===== src/rtl/fep_pkg.sv =====
`timescale 1ns/1ps
package fep_pkg;
  // Decision taken by a stage for the entry that reaches it
  typedef enum logic [2:0] {
    ACT_IDLE  = 3'd0,
    ACT_MATCH = 3'd1,
    ACT_FILL  = 3'd2,
    ACT_SWAP  = 3'd3,
    ACT_PASS  = 3'd4
  } fep_act_e;
endpackage


===== src/rtl/fep_stage.sv =====
`timescale 1ns/1ps
module fep_stage
  import fep_pkg::*;
#(
  parameter int ID_W  = 16,
  parameter int CNT_W = 16,
  parameter int IDX_W = 3,
  parameter int STAGE = 0,
  parameter bit FIRST = 1'b0
) (
  input  logic             clk,
  input  logic             rst_n,
  input  logic             in_vld,
  input  logic [ID_W-1:0]  in_id,
  input  logic [CNT_W-1:0] in_cnt,
  output logic             out_vld,
  output logic [ID_W-1:0]  out_id,
  output logic [CNT_W-1:0] out_cnt,
  input  logic [IDX_W-1:0] rd_idx,
  output logic             rd_vld,
  output logic [ID_W-1:0]  rd_id,
  output logic [CNT_W-1:0] rd_cnt
);
  localparam int SLOTS = 1 << IDX_W;
  localparam int LSB   = STAGE * IDX_W;

  logic [SLOTS-1:0] slot_vld;
  logic [ID_W-1:0]  slot_id  [SLOTS];
  logic [CNT_W-1:0] slot_cnt [SLOTS];

  logic [IDX_W-1:0] idx;
  logic             cur_vld;
  logic [ID_W-1:0]  cur_id;
  logic [CNT_W-1:0] cur_cnt;
  logic             hit;
  logic             beats;
  fep_act_e         act;

  logic             wr_en;
  logic [ID_W-1:0]  wr_id;
  logic [CNT_W-1:0] wr_cnt;

  assign idx     = in_id[LSB +: IDX_W];
  assign cur_vld = slot_vld[idx];
  assign cur_id  = slot_id[idx];
  assign cur_cnt = slot_cnt[idx];
  assign hit     = cur_vld && (cur_id == in_id);

  // Entry stage always admits; later stages admit only a strictly larger count
  generate
    if (FIRST) begin : g_admit_always
      assign beats = 1'b1;
    end else begin : g_admit_larger
      assign beats = (in_cnt > cur_cnt);
    end
  endgenerate

  always_comb begin
    act = ACT_IDLE;
    if (in_vld) begin
      if (hit)           act = ACT_MATCH;
      else if (!cur_vld) act = ACT_FILL;
      else if (beats)    act = ACT_SWAP;
      else               act = ACT_PASS;
    end
  end

  always_comb begin
    wr_en   = 1'b0;
    wr_id   = in_id;
    wr_cnt  = in_cnt;
    out_vld = 1'b0;
    out_id  = in_id;
    out_cnt = in_cnt;
    case (act)
      ACT_MATCH: begin
        wr_en  = 1'b1;
        wr_cnt = cur_cnt + in_cnt;
      end
      ACT_FILL: begin
        wr_en = 1'b1;
      end
      ACT_SWAP: begin
        wr_en   = 1'b1;
        out_vld = 1'b1;
        out_id  = cur_id;
        out_cnt = cur_cnt;
      end
      ACT_PASS: begin
        out_vld = 1'b1;
      end
      default: ;
    endcase
  end

  always_ff @(posedge clk or negedge rst_n) begin
    if (!rst_n) begin
      slot_vld <= '0;
    end else if (wr_en) begin
      slot_vld[idx] <= 1'b1;
    end
  end

  always_ff @(posedge clk) begin
    if (wr_en) begin
      slot_id[idx]  <= wr_id;
      slot_cnt[idx] <= wr_cnt;
    end
  end

  assign rd_vld = slot_vld[rd_idx];
  assign rd_id  = slot_id[rd_idx];
  assign rd_cnt = slot_cnt[rd_idx];


  raw_visible_chk: assert property (@(posedge clk) disable iff (!rst_n)
    (in_vld && $past(rst_n) && $past(wr_en) && (idx == $past(idx)))
      |-> (cur_vld && (cur_id == $past(wr_id)) && (cur_cnt == $past(wr_cnt))));

  generate
    if (FIRST) begin : g_head_chk

      head_writes_chk: assert property (@(posedge clk) disable iff (!rst_n)
        in_vld |-> (wr_en && (wr_id == in_id)));
    end else begin : g_tail_chk

      swap_smaller_out_chk: assert property (@(posedge clk) disable iff (!rst_n)
        (out_vld && wr_en) |-> (out_cnt < wr_cnt));

      pass_keeps_chk: assert property (@(posedge clk) disable iff (!rst_n)
        (out_vld && !wr_en) |-> (cur_vld && (out_cnt <= cur_cnt) && (out_id != cur_id)));
    end
  endgenerate

endmodule


===== src/rtl/flow_evict_pipe.sv =====
`timescale 1ns/1ps
module flow_evict_pipe #(
  parameter int ID_W   = 16,
  parameter int CNT_W  = 16,
  parameter int IDX_W  = 3,
  parameter int STAGES = 4,
  localparam int STG_W = (STAGES > 1) ? $clog2(STAGES) : 1
) (
  input  logic             clk,
  input  logic             rst_n,
  input  logic             pkt_valid,
  input  logic [ID_W-1:0]  pkt_id,
  input  logic             rd_req,
  input  logic [STG_W-1:0] rd_stage,
  input  logic [IDX_W-1:0] rd_idx,
  output logic             rd_ack,
  output logic             rd_slot_vld,
  output logic [ID_W-1:0]  rd_slot_id,
  output logic [CNT_W-1:0] rd_slot_cnt
);
  localparam int LAST = STAGES - 1;

  // Stage outputs (carried entries) and inter-stage registers
  logic [STAGES-1:0] so_vld;
  logic [ID_W-1:0]   so_id  [STAGES];
  logic [CNT_W-1:0]  so_cnt [STAGES];

  logic [STAGES-2:0] pr_vld;
  logic [ID_W-1:0]   pr_id  [STAGES-1];
  logic [CNT_W-1:0]  pr_cnt [STAGES-1];

  // Per-stage read data
  logic [STAGES-1:0] sr_vld;
  logic [ID_W-1:0]   sr_id  [STAGES];
  logic [CNT_W-1:0]  sr_cnt [STAGES];

  genvar k;
  generate
    for (k = 0; k < STAGES; k++) begin : g_stage
      if (k == 0) begin : g_head
        fep_stage #(
          .ID_W(ID_W), .CNT_W(CNT_W), .IDX_W(IDX_W), .STAGE(0), .FIRST(1'b1)
        ) u_stage (
          .clk(clk), .rst_n(rst_n),
          .in_vld(pkt_valid), .in_id(pkt_id), .in_cnt(CNT_W'(1)),
          .out_vld(so_vld[k]), .out_id(so_id[k]), .out_cnt(so_cnt[k]),
          .rd_idx(rd_idx),
          .rd_vld(sr_vld[k]), .rd_id(sr_id[k]), .rd_cnt(sr_cnt[k])
        );
      end else begin : g_tail
        fep_stage #(
          .ID_W(ID_W), .CNT_W(CNT_W), .IDX_W(IDX_W), .STAGE(k), .FIRST(1'b0)
        ) u_stage (
          .clk(clk), .rst_n(rst_n),
          .in_vld(pr_vld[k-1]), .in_id(pr_id[k-1]), .in_cnt(pr_cnt[k-1]),
          .out_vld(so_vld[k]), .out_id(so_id[k]), .out_cnt(so_cnt[k]),
          .rd_idx(rd_idx),
          .rd_vld(sr_vld[k]), .rd_id(sr_id[k]), .rd_cnt(sr_cnt[k])
        );
      end
    end
  endgenerate

  // Carried entries advance one stage per cycle; the last stage's carry is dropped
  always_ff @(posedge clk or negedge rst_n) begin
    if (!rst_n) begin
      pr_vld <= '0;
    end else begin
      pr_vld <= so_vld[STAGES-2:0];
    end
  end

  always_ff @(posedge clk) begin
    for (int s = 0; s < STAGES - 1; s++) begin
      if (so_vld[s]) begin
        pr_id[s]  <= so_id[s];
        pr_cnt[s] <= so_cnt[s];
      end
    end
  end

  // Registered read port
  logic             rd_sel_vld;
  logic [ID_W-1:0]  rd_sel_id;
  logic [CNT_W-1:0] rd_sel_cnt;

  always_comb begin
    rd_sel_vld = 1'b0;
    rd_sel_id  = '0;
    rd_sel_cnt = '0;
    if (int'(rd_stage) < STAGES) begin
      rd_sel_vld = sr_vld[rd_stage];
      rd_sel_id  = sr_id[rd_stage];
      rd_sel_cnt = sr_cnt[rd_stage];
    end
  end

  always_ff @(posedge clk or negedge rst_n) begin
    if (!rst_n) begin
      rd_ack <= 1'b0;
    end else begin
      rd_ack <= rd_req;
    end
  end

  always_ff @(posedge clk) begin
    if (rd_req) begin
      rd_slot_vld <= rd_sel_vld;
      rd_slot_id  <= rd_sel_id;
      rd_slot_cnt <= rd_sel_cnt;
    end
  end


  rd_ack_next_chk: assert property (@(posedge clk) disable iff (!rst_n)
    rd_req |=> rd_ack);


  carry_advance_chk: assert property (@(posedge clk) disable iff (!rst_n)
    so_vld[0] |=> (pr_vld[0] && (pr_id[0] == $past(so_id[0])) && (pr_cnt[0] == $past(so_cnt[0]))));


  drop_nonzero_chk: assert property (@(posedge clk) disable iff (!rst_n)
    so_vld[LAST] |-> ((so_cnt[LAST] != '0) && !$isunknown(so_id[LAST])));

endmodule


===== config.mk =====
export PLATFORM = sky130hd
export DESIGN_NAME = flow_evict_pipe
export DESIGN_NICKNAME = d
export VERILOG_FILES = /design/src/rtl/fep_pkg.sv /design/src/rtl/fep_stage.sv /design/src/rtl/flow_evict_pipe.sv
export SDC_FILE = /design/constraint.sdc
export NUM_CORES = 2
export LEC_CHECK = 0
export BUFFER_PORTS_ARGS = -buffer_cell sky130_fd_sc_hd__buf_2
export CAP_MARGIN = 20
export CELL_PAD_IN_SITES_DETAIL_PLACEMENT = 0
export CELL_PAD_IN_SITES_GLOBAL_PLACEMENT = 2
export CORE_UTILIZATION = 45
export CTS_BUF_LIST = sky130_fd_sc_hd__clkbuf_4 sky130_fd_sc_hd__clkbuf_8
export CTS_CLUSTER_DIAMETER = 100
export DETAILED_ROUTE_END_ITERATION = 8
export PLACE_DENSITY_LB_ADDON = 0.1
export SYNTH_ARGS = -nofsm -noshare
export SYNTH_HDL_FRONTEND = slang
export SYNTH_SLANG_ARGS = --single-unit
export TNS_END_PERCENT = 5

===== constraint.sdc =====
create_clock -name clk -period 10.7 [get_ports clk]
set_input_delay 2.14 -clock clk [delete_from_list [all_inputs] [get_ports clk]]
set_output_delay 2.14 -clock clk [all_outputs]
set_load 0.005 [all_outputs]

==> run summary <==
Status: finished, final reports clean
Multi-input gate area in the final layout: 21140 sq um
Setup Viol. Count Final: 0
Num CTS Buffers: 201
Crit-path max FO: 44
Dpl cell area: 60210 sq um
Critical path startpoint: pr_id[0][22]
Top_reg_cell synth: edfxtp_1
Final core occ: 0.5054
Hold EP: g_stage[0].g_head.u_stage.slot_vld[6]
Initial antenna violation count: 15
Die area: 129900 sq um
CTS clk-pin slew, worst paths: 0.06 ns
IO Pins: 59
Count of unique library cells instantiated by Yosys: 86
Area of the mapped netlist: 57790 sq um
Lkg Pwr: 21.46 nW
Post-CTS sizing: 0
Arr. time, crit path: 7.29 ns
IO buf count: 58
Kind of critical path: reg -> reg
Yosys top cell area share: 0.5991
Hold Crit Class: reg -> reg
Layout cells sized above 1: 0.3118
DIE HEIGHT: 360.4 um
Final worst-path cycle share: 0.6330
PD cells: 205.7 nW/um^2
Vias in the first global route: 35220
Fill count: 10530
Finished layout cell area: 64450 sq um
Post-CTS setup buffers: 0
Antenna Nets Post-Route: 0
Drt initial violations: 3572
DR pass1 iterations: 5
Critical path launch point type: flop
Layout Cells excl Fill: 5366
Register bit total from synthesis: 1189
YS warnings: 0
Drt drc: 0
Tot GR Track Use: 0.2672
Post-synth ARST share: 0.03028
Sequential area share after synthesis: 0.6147
Post-synth EDFFs: 1153
Slew HR: 0.2209
Mapped Cells: 3385
Hold Crit Depth: 1
Worst Path Required: 11.22 ns
Total grt overflow: 0
Clk_skew: 0.03839 ns
Clk root buf: clkbuf_8
Least-Margin Pin Slew: 1.166 ns
Sink Count: 1189
Initial Utilization: 0.4532
Yosys top cell by area: edfxtp_1
Hold Worst Slack: 0.4880 ns
MaxCap Viol Count: 0
Detail Placement HPWL: 111500 um
Clk_lat worst skew: 0.91 ns
R2R depth: 16
CTS Buffer Depth: 3
Row count: 131
Min-delay src: g_stage[0].g_head.u_stage.slot_vld[6]
Reg2reg setup slack: 3.93 ns
Via count: 34290
Mean Syn Cell Area: 17.07 sq um
Worst reg2reg path startpoint: pr_id[0][22]
Setup_tns: 0 ns
Register area: 35520 sq um
H-tree depth: 4
Placed cells: 4991
Final Hold Fails: 0
F_max: 147.7 MHz
Placeable Area: 127500 sq um
Critical R2R Capture: g_stage[2].g_tail.u_stage.slot_id[5][9]
Crit path capture type: flop
RSZ-0062 raised after global routing: no
Worst slack, placed: 3.883 ns
Main area contributors after synthesis: edfxtp_1 60%, mux4_2 17%, mux2_2 2.8%
Vias per cell: 6.389
PnR worst setup slack: 3.927 ns
Gpl congestion: 0.8512
Largest net degree at the start of global routing: 108
Fin. max-slew vios: 0
Net Count, Synth: 3528
First-pass GRT wire length: 250200 um
Final min period: 6.773 ns
DR WL/cell: 32.31 um
Die X: 360.4 um
Routed Wire Length: 173400 um
Max IR drop VDD: 0.1590 mV
Hold_buf cts: 0
Area Growth Syn to Fin: 11.51%
TritonCTS clock tree: built
Nets: 3677
Tot Pwr: 13.26 mW
==> cell usage after synthesis, drive strengths merged, types with 12 or more instances <==
master and number:
nand2 96, edfxtp 1153, o21bai 31, o21ai 65, xor2 42, buf 114
inv 112, and2 12, mux2 163, a21oi 89, nor2b 31, or2 19
nor2 136, dfrtp 36, nor3 22, a22oi 144, ha 115, nand4 35
o22ai 21, a221o 13, a21o 13, xnor2 58, o211ai 15, nand2b 14
nand3 27, clkbuf 90, mux4 432, mux2i 81, a221oi 48, and3 18
a22o 19
==> cell usage in the layout (no fill, tap or decap), types with 36 or more instances in the layout <==
master,count
mux2i_1,80
xor2_1,42
dfrtp_1,36
nand2_1,95
xnor2_1,58
a22oi_1,144
o21ai_0,64
inv_1,111
buf_4,90
clkbuf_4,56
a221oi_1,48
edfxtp_1,1153
mux2_2,146
a21oi_1,84
ha_1,115
buf_2,52
clkbuf_8,208
nor2_1,115
mux4_2,431
clkinv_1,51
==> state kept, by name, indices dropped and copies added (netlist names) <==
signal,cells
pr_vld,3
pr_id,48
g_stage.g_head.u_stage.slot_vld,8
rd_slot_cnt,16
rd_ack,1
g_stage.g_head.u_stage.slot_id,128
g_stage.g_head.u_stage.slot_cnt,128
g_stage.g_tail.u_stage.slot_id,384
g_stage.g_tail.u_stage.slot_vld,24
rd_slot_id,16
g_stage.g_tail.u_stage.slot_cnt,384
rd_slot_vld,1
pr_cnt,48
==> worst max path at each step <==
stage	to	slack, ns	depth (start not counted)
global placement	g_stage[2].g_tail.u_stage.slot_cnt[2][1]	4.05	16
finish	g_stage[2].g_tail.u_stage.slot_id[5][9]	3.93	16
CTS	g_stage[2].g_tail.u_stage.slot_cnt[5][1]	3.94	16
floorplan	g_stage[2].g_tail.u_stage.slot_cnt[5][0]	3.94	18
detailed placement	g_stage[0].g_head.u_stage.slot_cnt[7][4]	3.88	11
global route	g_stage[2].g_tail.u_stage.slot_cnt[5][1]	3.72	16
==> logic make-up (layout without fill, tap and decap cells) <==
logic type               Yosys count  in the layout  synth area share
flip-flops                      1189           1189            0.6147
multiplexers                     676            676            0.2153
AO/OA/AOI/OAI                    532            532           0.06577
AND/OR/NAND/NOR                  452            452           0.03931
buffers and inverters            318            631           0.02390
adder cells (fa/ha/maj)          118            118           0.02594
XOR/XNOR                         100            100           0.01515
other                              0              6                 0
==> report_power, final <==
| part | internal [mW] | switching, mW |
|---|---|---|
| Sequential | 5.64 | 0.282 |
| Clock | 2.41 | 1.88 |
| Combinational | 1.17 | 1.87 |
==> layer usage <==
metal | share of wire | up-vias | wire (um) | track usage
met3 | 0.071 | 324 | 12240 | 0.04789
met4 | 0.027 | 4 | 4708 | 0.08068
met5 | 0.00015 | - | 26 | 0
li1 | - | 14290 | - | -
met1 | 0.42 | 18110 | 72340 | 0.3666
met2 | 0.48 | 1558 | 84050 | 0.4355
==> worst max-delay path, cell delays in order (launching register included) <==
cell and delay (ns):
edfxtp_1 0.36, buf_4 0.29, inv_2 0.47, nand2_1 0.23
nor2_1 0.92, buf_4 0.34, a22oi_1 0.10, nand4_1 0.20
inv_1 0.07, ha_1 0.33, nand4_1 0.20, or3_1 0.42
o221a_2 0.29, o21ai_0 0.57, a21oi_2 0.40, nor3_2 0.53
buf_4 0.58
==> layout make-up <==
class,count,share of cell area
Sequential cell,1189,0.5512
Timing Repair Buffer,150,0.01658
Inverter,114,0.006640
Clock buffer,264,0.05094
Antenna cell,6,0.0002330
Multi-Input combinational cell,1878,0.3280
Tap cell,1662,0.03227
Clock inverter,103,0.01411
(Power assumes the default switching activity.)
